--- src/rtl/lsq_pkg.sv ---
package lsq_pkg;
  typedef enum logic [2:0] {
    ST_START = 3'd0,
    ST_RUN   = 3'd1,
    ST_QUAL  = 3'd2,
    ST_STBY  = 3'd3,
    ST_WAIT  = 3'd4
  } seq_state_t;
endpackage

--- src/rtl/lsq_cycle_timer.sv ---
// Saturating up-counter; done while the count sits at its limit.
module lsq_cycle_timer #(
  parameter int LIMIT = 16
) (
  input  logic clk,
  input  logic rst,
  input  logic clr,
  output logic done
);
  localparam int W = (LIMIT > 1) ? $clog2(LIMIT) : 1;
  localparam logic [W-1:0] LAST = W'(LIMIT - 1);

  logic [W-1:0] cnt;

  always_ff @(posedge clk) begin
    if (rst || clr)       cnt <= '0;
    else if (cnt != LAST) cnt <= cnt + 1'b1;
  end

  assign done = (cnt == LAST);

  AST_CNT_STEP: assert property (@(posedge clk) disable iff (rst)
    (!clr && !done) |=> (cnt == $past(cnt) + 1'b1));
  AST_CNT_CLEAR: assert property (@(posedge clk) disable iff (rst)
    clr |=> (cnt == '0));
endmodule

--- src/rtl/lsq_fault_merge.sv ---
// Splits protection flags into those that reload the wait and the full set.
module lsq_fault_merge (
  input  logic ovp_trip,
  input  logic ocp_trip,
  input  logic hot_trip,
  output logic hard_fault,
  output logic any_fault
);
  assign hard_fault = ovp_trip | ocp_trip;
  assign any_fault  = hard_fault | hot_trip;
endmodule

--- src/rtl/lsq_top.sv ---
module lsq_top #(
  parameter int CLK_KHZ = 1000,
  parameter int STBY_MS = 10,
  parameter int WAIT_MS = 1000
) (
  input  logic clk,
  input  logic rst,
  input  logic dim_lo,
  input  logic dim_hi,
  input  logic ovp_trip,
  input  logic ocp_trip,
  input  logic hot_trip,
  output logic sw_en,
  output logic standby_lp,
  output logic ss_req
);
  import lsq_pkg::*;

  localparam int STBY_CYC = CLK_KHZ * STBY_MS;
  localparam int WAIT_CYC = CLK_KHZ * WAIT_MS;

  seq_state_t state, nxt;
  logic hard_fault, any_fault;
  logic sb_clr, sb_done, w_clr, w_done, w_reload;

  lsq_fault_merge u_merge (
    .ovp_trip   (ovp_trip),
    .ocp_trip   (ocp_trip),
    .hot_trip   (hot_trip),
    .hard_fault (hard_fault),
    .any_fault  (any_fault)
  );

  assign sb_clr = (state != ST_QUAL) || !dim_lo;

  lsq_cycle_timer #(.LIMIT(STBY_CYC)) u_sb_timer (
    .clk  (clk),
    .rst  (rst),
    .clr  (sb_clr),
    .done (sb_done)
  );

  assign w_reload = hard_fault || (w_done && hot_trip);
  assign w_clr    = (state != ST_WAIT) || w_reload;

  lsq_cycle_timer #(.LIMIT(WAIT_CYC)) u_wait_timer (
    .clk  (clk),
    .rst  (rst),
    .clr  (w_clr),
    .done (w_done)
  );

  always_comb begin
    nxt = state;
    unique case (state)
      ST_START: nxt = any_fault ? ST_WAIT : ST_RUN;
      ST_RUN: begin
        if (any_fault)   nxt = ST_WAIT;
        else if (dim_lo) nxt = ST_QUAL;
      end
      ST_QUAL: begin
        if (any_fault)              nxt = ST_WAIT;
        else if (dim_hi)            nxt = ST_RUN;
        else if (sb_done && dim_lo) nxt = ST_STBY;
      end
      ST_STBY: begin
        if (any_fault)   nxt = ST_WAIT;
        else if (dim_hi) nxt = ST_RUN;
      end
      ST_WAIT: begin
        if (hard_fault)  nxt = ST_WAIT;
        else if (w_done) nxt = hot_trip ? ST_WAIT : ST_RUN;
      end
      default: nxt = ST_START;
    endcase
  end

  always_ff @(posedge clk) begin
    if (rst) begin
      state      <= ST_START;
      sw_en      <= 1'b0;
      standby_lp <= 1'b0;
      ss_req     <= 1'b0;
    end else begin
      state      <= nxt;
      sw_en      <= (nxt == ST_RUN);
      standby_lp <= (nxt == ST_STBY);
      ss_req     <= (nxt == ST_RUN) && (state != ST_RUN);
    end
  end

  AST_EXCLUSIVE: assert property (@(posedge clk) disable iff (rst)
    !(sw_en && standby_lp));
  AST_SS_SINGLE: assert property (@(posedge clk) disable iff (rst)
    ss_req |=> !ss_req);
  AST_SS_WITH_EN: assert property (@(posedge clk) disable iff (rst)
    ss_req |-> sw_en);
  AST_DIM_STOP: assert property (@(posedge clk) disable iff (rst)
    (sw_en && dim_lo) |=> !sw_en);
  AST_LP_FROM_QUAL: assert property (@(posedge clk) disable iff (rst)
    $rose(standby_lp) |-> $past(state == ST_QUAL));
  AST_WAKE: assert property (@(posedge clk) disable iff (rst)
    (standby_lp && dim_hi && !any_fault) |=> (sw_en && ss_req));
  AST_FAULT_STOP: assert property (@(posedge clk) disable iff (rst)
    any_fault |=> (!sw_en && !standby_lp));
  AST_HOT_HOLD: assert property (@(posedge clk) disable iff (rst)
    (state == ST_WAIT && hot_trip) |=> !sw_en);
endmodule

--- config.mk ---
export PLATFORM = sky130hd
export DESIGN_NAME = lsq_top
export DESIGN_NICKNAME = d
export VERILOG_FILES = /design/src/rtl/lsq_pkg.sv /design/src/rtl/lsq_cycle_timer.sv /design/src/rtl/lsq_fault_merge.sv /design/src/rtl/lsq_top.sv
export SDC_FILE = /design/constraint.sdc
export NUM_CORES = 1
export LEC_CHECK = 0
export BUFFER_PORTS_ARGS = -buffer_cell sky130_fd_sc_hd__buf_2
export CAP_MARGIN = 0
export CORE_MARGIN = 2
export CORE_UTILIZATION = 53
export CTS_CLUSTER_DIAMETER = 50
export CTS_CLUSTER_SIZE = 25
export DETAILED_ROUTE_END_ITERATION = 8
export HOLD_SLACK_MARGIN = 0.12
export PLACE_DENSITY = 0.73
export SLEW_MARGIN = 10
export SYNTH_ARGS = -nofsm -noshare
export SYNTH_HDL_FRONTEND = slang
export SYNTH_SLANG_ARGS = --single-unit
--- constraint.sdc ---
create_clock -name clk -period 1.78 [get_ports clk]
set_clock_uncertainty 0.05 [all_clocks]
set_input_delay 0.356 -clock clk [delete_from_list [all_inputs] [get_ports clk]]
set_output_delay 0.356 -clock clk [all_outputs]
set_load 0.02 [all_outputs]
==> impl.org, run 1 <==
** Outcome
- Result of the run :: finished, final reports clean

** Yosys
- Counting flops with an async set or reset pin after synthesis yields a share of 0%.
- Cell accounting for the most synthesized area :: dfxtp_1
- Number of enable flip-flop cells after synthesis :: 0
- Avg Synthesized Cell Area :: 8.64 um2
- Among all flip-flop cells after synthesis, the most frequent one is dfxtp_1.
- Yosys attributes the largest share of cell area to dfxtp_1 (43%), nor2_1 (8.9%), xor2_1 (7.6%), xnor2_1 (3.3%), nand2_1 (3.0%).
- Most frequent cell after synthesis :: nor2_1
- The netlist uses 38 different library cells.
- When the netlist entered floorplanning its net count stood at 223.
- Post-synthesis cell area :: 1850 um2
- After synthesis, flip-flops and latches occupy 43.3% of the total area.
- Leading cell types by count after synthesis :: nor2_1 (44), dfxtp_1 (40), xor2_1 (16)
- Instance count of the mapped netlist :: 214
- In this run the biggest area consumer among cell types represents 43.3% of the synthesized area.
- Number of storage elements in the synthesis netlist :: 40
- Total number of yosys warnings :: 0

** STA
- Max-slew violations :: 0
- Subtracting the final worst setup slack from the clock period gives 1.75 ns.
- Unrepaired setup endpoints after global routing :: yes
- Maximum clock rate :: 0.573 GHz
- After routing, the total negative slack on setup checks comes to 0 ns.
- In the post-route analysis, the smallest setup slack over all paths is 0.0335 ns.
- The worst path uses 98.1% of the clock period.
- Max_slew headroom :: 78.5%
- Final number of hold-violating endpoints :: 0
- At the pin with the least slew margin, the transition time is 0.320 ns.
- Setup-violating endpoint count in the final report :: 0

** Critical path
- The critical path starts at u_wait_timer.cnt[18]$_SDFFE_PP0P_.
- In this run the critical register-to-register path is captured at u_wait_timer.cnt[9]$_SDFFE_PP0P_.
- The worst setup path is of the register to register kind.
- In this run the critical register-to-register path is launched from u_wait_timer.cnt[18]$_SDFFE_PP0P_.
- At the worst endpoint, the arrival time is 1.95 ns.
- STA classifies the critical path startpoint as a register.
- Setup slack, reg-to-reg :: 0.03 ns
- Sort of element at the end of the critical path :: register
- Worst reg-to-reg path cell count :: 5
- The critical path ends at u_wait_timer.cnt[9]$_SDFFE_PP0P_.
- Of all nets on the critical path, the largest fanout is 9.
- STA puts the critical path data required time at 1.99 ns.

** Place
- HPWL after DPL :: 2400 um
- Worst slack, placed :: -0.00889 ns
- Input and output buffers added on the ports amount to 9.
- Routability-driven placement finished with a final weighted congestion of 0.780.

** Clock tree
- Buffers inserted during clock tree synthesis total 5.
- Clock transition at path regs :: 0.11 ns
- Clock latency on the worst-skew pair, taken at its later pin, is 0.35 ns.
- The clock net in this run drives a total of 40 sinks.
- Root Driver :: clkbuf_4
- TritonCTS built the clock tree.
- Counting along the longest clock path gives a buffer depth of 2.
- CTS built an H-tree with a depth of 2.
- Total of hold buffers inserted after clock tree synthesis :: 0

** Drt
- Using the TritonRoute via totals, the vias-per-cell ratio works out to 5.27.
- Detailed Routing Iterations Pass 1 :: 4
- The final layout contains routed wiring with a total length of 3590 um.
- In the routed design, unresolved DRC markers number 0.
- The detail route stage leaves a number of antenna-violating nets equal to 0.
- Detail-routed net length per standard cell :: 12.1 um
- Drt first-iter violations :: 91
- Summing over every cut layer, the via total after detailed routing is 1564.

** Floorplanning
- Placement Rows :: 21
- Floorplan die width :: 63.1 um
- The floorplan step set the die height to 63.1 um.
- Pin placement for this block handled 10 I/O pins.
- The floorplan step defined a core boundary enclosing 3340 um2.
- Effective utilization at floorplan :: 55.4%
- The die covers 3980 um2.

** Power
- Power per cell area :: 645 nW/um2
- For this design the static power due to leakage is 0.818 nW.
- Maximum vdd drop :: 0.453 mV

** GRT
- The first global-routing pass estimated 6230 um of wire.
- Entering global routing, the biggest net connects 15 pins.
- Global routing used 19.9% of the available tracks across all layers.
- After global routing the overflow that remains totals 0.
- Initial antenna violation count :: 0
- Vias in the first global route :: 1436

** Finish
- Antenna Diode Count :: 0
- Cells fill 65.7% of the core in the end.
- At the end of the flow, the number of nets in the layout was 259.
- Share of layout cells above drive strength 1 :: 20.7%
- Synth-to-Final Area Change :: 18.5%

** Min path
- Hold crit path type :: input port to register

** Job
- Max-cap violations in this run came to 0.
[placed cells by master, fill, tap and decap left out, types with 3 or more instances in the layout]
| cell type | instances |
|---|---|
| dfxtp_1 | 37 |
| nor4_1 | 3 |
| nand2_1 | 15 |
| clkbuf_4 | 5 |
| dfxtp_2 | 3 |
| and3_1 | 7 |
| buf_2 | 9 |
| nor3_1 | 6 |
| xnor2_1 | 7 |
| nand4_1 | 8 |
| nor2_1 | 44 |
| a21oi_1 | 5 |
| a211oi_1 | 3 |
| nand3_1 | 10 |
| xor2_1 | 16 |
| o31a_1 | 3 |
| inv_1 | 7 |
| buf_4 | 24 |
| nor2b_1 | 3 |
| o21ai_0 | 3 |
[critical path, cell delays in order (launching register included)]
cell,delay [ns]
dfxtp_1,0.41
nand4_2,0.15
nor4b_4,0.27
nand4_2,0.25
and3_1,0.25
o31a_1,0.28
[through the flow]
stage	total power [W]	cells	cell area [um2]	hold WS, ns
6_report	0.00141	297	2190	0.260
3_3_place_gp	0.000955	287	2090	0.449
3_5_place_dp	0.000955	287	2090	0.455
2_1_floorplan	0.000937	214	1850	0.417
5_1_grt	0.00148	297	2190	0.274
4_1_cts	0.00143	295	2150	0.245
[where the power goes]
part | total, W | internal (W) | leakage (nW) | switching (W)
Clock | 0.000481 | 0.000195 | 0.0326 | 0.000286
Combinational | 0.0000325 | 0.0000141 | 0.461 | 0.0000184
Sequential | 0.000902 | 0.000898 | 0.324 | 0.00000345
[sequential cells by signal, summed over array words and instances (netlist names)]
signal / count
standby_lp: 1
ss_req: 1
u_sb_timer.cnt: 14
u_wait_timer.cnt: 20
state: 3
sw_en: 1
[what timing repair did]
item                       CTS  global route
setup endpoints to repair    1            21
gates resized for setup      1             7
hold endpoints to repair     0             0
pin swaps                    0             1
buffers inserted             0             2
[cell families (layout without fill, tap and decap cells)]
logic type | Yosys count | in the layout | synth area share, %
xor+xnor | 23 | 23 | 10.9
flops | 40 | 40 | 43.3
fa+ha+maj | 2 | 2 | 1.35
compound gates | 18 | 18 | 6.16
mux | 1 | 1 | 0.541
simple gates | 119 | 119 | 35.0
buf+inv | 11 | 48 | 2.77
[worst min path at each step]
stage                                         start                              end  slack [ns]  cells after the start
floorplan                       state[0]$_SDFF_PP0_                ss_req$_SDFF_PP0_        0.42                      1
global placement    u_sb_timer.cnt[13]$_SDFFE_PP0P_  u_sb_timer.cnt[13]$_SDFFE_PP0P_        0.45                      2
detailed placement  u_sb_timer.cnt[13]$_SDFFE_PP0P_  u_sb_timer.cnt[13]$_SDFFE_PP0P_        0.45                      2
CTS                                             rst              state[1]$_SDFF_PP0_        0.25                      3
global route                                    rst              state[1]$_SDFF_PP0_        0.27                      3
finish                                     ovp_trip              state[2]$_SDFF_PP0_        0.26                      3
[per-layer routing]
metal	GRT usage, %	part of all wire [%]	vias to the layer above
met4	9.17	1.9	0
met3	6.96	4.1	6
met2	29.7	45	30
met1	25.9	49	707
met5	0	0	-
li1	-	-	821
[final cells by class]
type,instances,area (um2)
inverter,7,26.3
multi-input combinational,163,1020
sequential,40,805
fill,316,1140
tap,46,57.6
timing repair buffer,33,225
clock buffer,8,58.8
Power figures use the tool's default switching activity.
==> run 2: changes to the inputs <==
- CORE_UTILIZATION: 53 -> 54
- PLACE_DENSITY: 0.73 -> 0.75
- SYNTH_HIERARCHICAL: default -> 1
==> impl.org, run 2 <==
** Finish
- Max reg flops :: 20
- Once layout is complete, the utilization of the core stands at 75.4%.
- The post-route netlist has 37.9% of its cells at a drive strength greater than 1.
- Largest registers :: u_wait_timer/cnt (20), u_sb_timer/cnt (14), state (3)
- Most common cell after layout, fill and taps aside :: buf_4
- For this run, the post-layout net count is 285.
- Fill cells in the final layout number 269.
- Antenna Diode Count :: 0
- Largest Register :: u_wait_timer/cnt
- Synth-to-Final Area Change :: 32.1%
- Most used cells in the layout excluding fill and tap cells :: buf_4 (48), dfxtp_1 (33), nor2_1 (27)

** Outcome
- Violated checks :: negative setup slack
- Result of the run :: complete, but fails checks

** Power
- Of the total power, the clock network draws 33.5%.
- Power spent charging and discharging nets :: 0.000319 W
- For this design the static power due to leakage is 0.887 nW.
- Int Power :: 0.00112 W
- In this run switching power makes up 22.1% of total power.
- Combinational cells account for 3.8% of the total power.
- Per report_power, the sequential group accounts for 62.7% of the total.
- Power spread over the standard cell area amounts to 567 nW/um2.
- Maximum vdd drop :: 0.466 mV

** Drt
- DR vias :: 1764
- Detail-routed net length per standard cell :: 13.3 um
- Drt first-iter violations :: 42
- In the routed design, unresolved DRC markers number 0.
- Before antenna repair, the detailed router went through 4 iterations.
- Total routed wirelength :: 4280 um
- After detailed routing, the number of vias per cell comes to 5.46.
- Number of nets with antenna violations after routing :: 0

** Yosys
- Leading cell types by count after synthesis :: dfxtp_1 (40), nor2_1 (27), xnor2_1 (14)
- The most common cell in the synthesized netlist is dfxtp_1.
- Sequential elements use 41.7% of the synthesized area.
- After synthesis the netlist holds a flip-flop and latch count of 40.
- Top cells by area, synth :: dfxtp_1 (42%), xnor2_1 (6.4%), nor2_1 (5.3%), nand4_1 (3.6%), nor3_1 (3.1%)
- Number of enable flip-flop cells after synthesis :: 0
- Avg Synthesized Cell Area :: 8.97 um2
- In this run, distinct cell masters in the synthesized netlist total 46.
- The synthesized design devotes to its leading area cell type 41.7% of total area.
- Cell accounting for the most synthesized area :: dfxtp_1
- Summing every instance area after synthesis gives 1920 um2.
- The Yosys step of the flow raised 6 warnings.
- Synthesis produced a netlist with a net count of 223.
- In the synthesized netlist the dominant register cell turns out to be dfxtp_1.
- Async SR Flop Fraction :: 0%
- In the synthesized netlist, the number of instances is 214.

** GRT
- First-pass GRT wire length :: 7520 um
- GRT overflow :: 0
- Overall fraction of global-route tracks in use :: 23.7%
- Vias in the first global route :: 1698
- Pin count of the biggest net entering global routing :: 12
- The number of antenna violations at the first check in global routing came to 0.

** Floorplanning
- Num ports :: 10
- The floorplan step defined a die boundary enclosing 4050 um2.
- Row generation in the floorplan step produced 21 rows.
- The floorplan step set the die height to 63.6 um.
- Effective utilization at floorplan :: 57.1%
- Floorplan die width :: 63.6 um
- The region available for standard cell placement spans 3360 um2.

** STA
- The total count of hold-check failures in the final report was 0.
- Max_slew headroom :: 74.7%
- Timing would allow up to 0.479 GHz.
- The final max-slew violation count was 0.
- Tightest hold margin :: 0.188 ns
- Counting I/O delays and the setup requirement, the final critical path takes 2.09 ns.
- Transition at the pin with the smallest max-transition slack :: 0.376 ns
- Setup violations remaining at the end of the flow were counted as 26.
- Worst setup slack after layout :: -0.306 ns
- Unrepaired setup endpoints after global routing :: yes
- Of the available clock period, the critical path in the final layout requires 117%.

** Critical path
- Worst reg-to-reg path cell count :: 9
- R2R Path Start :: u_wait_timer/cnt[17]$_SDFFE_PP0P_
- Critical path arrival :: 2.28 ns
- For flop-to-flop paths, the worst setup slack is -0.31 ns.
- At the worst endpoint, the required time is 1.98 ns.
- STA classifies the critical path startpoint as a register.
- By startpoint and endpoint, the worst setup path is classified as register to register.
- Worst R2R End :: u_wait_timer/cnt[18]$_SDFFE_PP0P_
- Maximum fanout along the worst path :: 5
- STA classifies the critical path endpoint as a register.

** Place
- HPWL after DPL :: 3230 um
- Global placement routability congestion :: 0.809
- PortBufs :: 9

** Clock tree
- Clock latency at the later pin of the worst-skew pair :: 0.34 ns
- Root Driver :: clkbuf_4
- Clock net sink count :: 40
- TritonCTS Buffers :: 5
- TritonCTS clock tree :: done
- Clock-pin slew was measured on the worst setup and hold paths at 0.11 ns.
- The clock passes through at most 2 buffers.
- In this run the number of H-tree levels came out at 2.

** Job
- The tool flagged a number of max-cap violations equal to 0.

** Min path
- Count of cells along the worst hold path :: 2
- The worst hold path belongs to the class input port to register.
- The worst hold path terminates at state[1]$_SDFF_PP0_.
- The startpoint identified for the worst hold timing path is rst.
run 2: cell types whose count changed in the layout (fill, tap and decap cells not counted), moves of 4 or more:
cell and change:
and3_1 -5, dfxtp_2 +4, xor2_1 -11, dfxtp_1 -4
nor4_1 +4, a21oi_2 +4, nor2_1 -17, xnor2_1 +7
nand2_1 -7, buf_4 +24
run 2: layer usage:
layer  routed length [um]  vias to the layer above  global-route usage [%]
li1                     -                      917                       -
met1                 2040                      822                    30.3
met2                 2090                       20                    40.0
met3                  105                        5                    4.29
met4                   55                        0                    8.15
met5                    0                        -                       0
run 2: cell type report:
type	count	area (um2)	share of cell area, %
Clock buffer	8	58.8	2.32
Inverter	8	32.5	1.28
Multi-Input combinational cell	163	1160	45.8
Sequential cell	40	810	31.9
Tap cell	46	57.6	2.27
Timing Repair Buffer	58	417	16.4
run 2: worst max-delay path: stages (launching register included):
cell	delay, ns
dfxtp_2	0.35
nand3_2	0.08
or4b_4	0.49
or3_4	0.36
inv_4	0.06
inv_2	0.03
o21ai_2	0.11
or2_4	0.15
nor2_1	0.04
a41o_2	0.25
run 2: power by group through the flow:
stage / Sequential (W) / Clock, W / Combinational (W)
after global routing: 0.000903 / 0.000521 / 0.0000601
final: 0.000902 / 0.000482 / 0.0000543
after CTS: 0.000902 / 0.000492 / 0.0000537
after floorplan: 0.000925 / 0 / 0.0000261
after detailed placement: 0.000923 / 0 / 0.0000501
after global placement: 0.000923 / 0 / 0.0000487
run 2: how the worst max path moves through the flow:
stage                                            from                                end  slack (ns)  cells after the start
floorplan           u_wait_timer/cnt[16]$_SDFFE_PP0P_  u_wait_timer/cnt[18]$_SDFFE_PP0P_       -0.52                     10
global placement    u_wait_timer/cnt[18]$_SDFFE_PP0P_  u_wait_timer/cnt[18]$_SDFFE_PP0P_       -0.32                      9
detailed placement  u_wait_timer/cnt[18]$_SDFFE_PP0P_  u_wait_timer/cnt[18]$_SDFFE_PP0P_       -0.36                      9
CTS                 u_wait_timer/cnt[18]$_SDFFE_PP0P_  u_wait_timer/cnt[18]$_SDFFE_PP0P_       -0.30                      9
global route        u_wait_timer/cnt[18]$_SDFFE_PP0P_  u_wait_timer/cnt[18]$_SDFFE_PP0P_       -0.39                     10
finish              u_wait_timer/cnt[17]$_SDFFE_PP0P_  u_wait_timer/cnt[18]$_SDFFE_PP0P_       -0.31                      9
run 2: cell families after synthesis:
| family | count (synthesis) | synth area share (%) |
|---|---|---|
| AOI/OAI and AO/OA | 34 | 12.4 |
| muxes | 1 | 0.522 |
| adders and majority gates | 2 | 1.30 |
| DFF | 40 | 41.7 |
| buffers and inverters | 11 | 2.22 |
| xor gates and xnor gates | 19 | 8.67 |
| and+or+nand+nor | 107 | 33.2 |
run 2: repair_timing:
| action | 4_1_cts | 5_1_grt |
|---|---|---|
| endpoints found under the setup margin | 26 | 32 |
| buffers inserted | 4 | 1 |
| hold buffers | 0 | 0 |
| pin swaps | 5 | 4 |
| gates resized for setup | 5 | 12 |
run 2: through the flow:
stage | area, um2 | setup slack, ns | TNS [ns] | instances | power, W
after floorplan | 1970 | -0.522 | -7.77 | 214 | 0.000951
after global placement | 2390 | -0.322 | -5.44 | 312 | 0.000971
after detailed placement | 2390 | -0.357 | -6.46 | 312 | 0.000973
after CTS | 2500 | -0.296 | -4.99 | 323 | 0.00145
after global routing | 2540 | -0.393 | -7.66 | 323 | 0.00148
final | 2540 | -0.306 | -5.11 | 323 | 0.00144
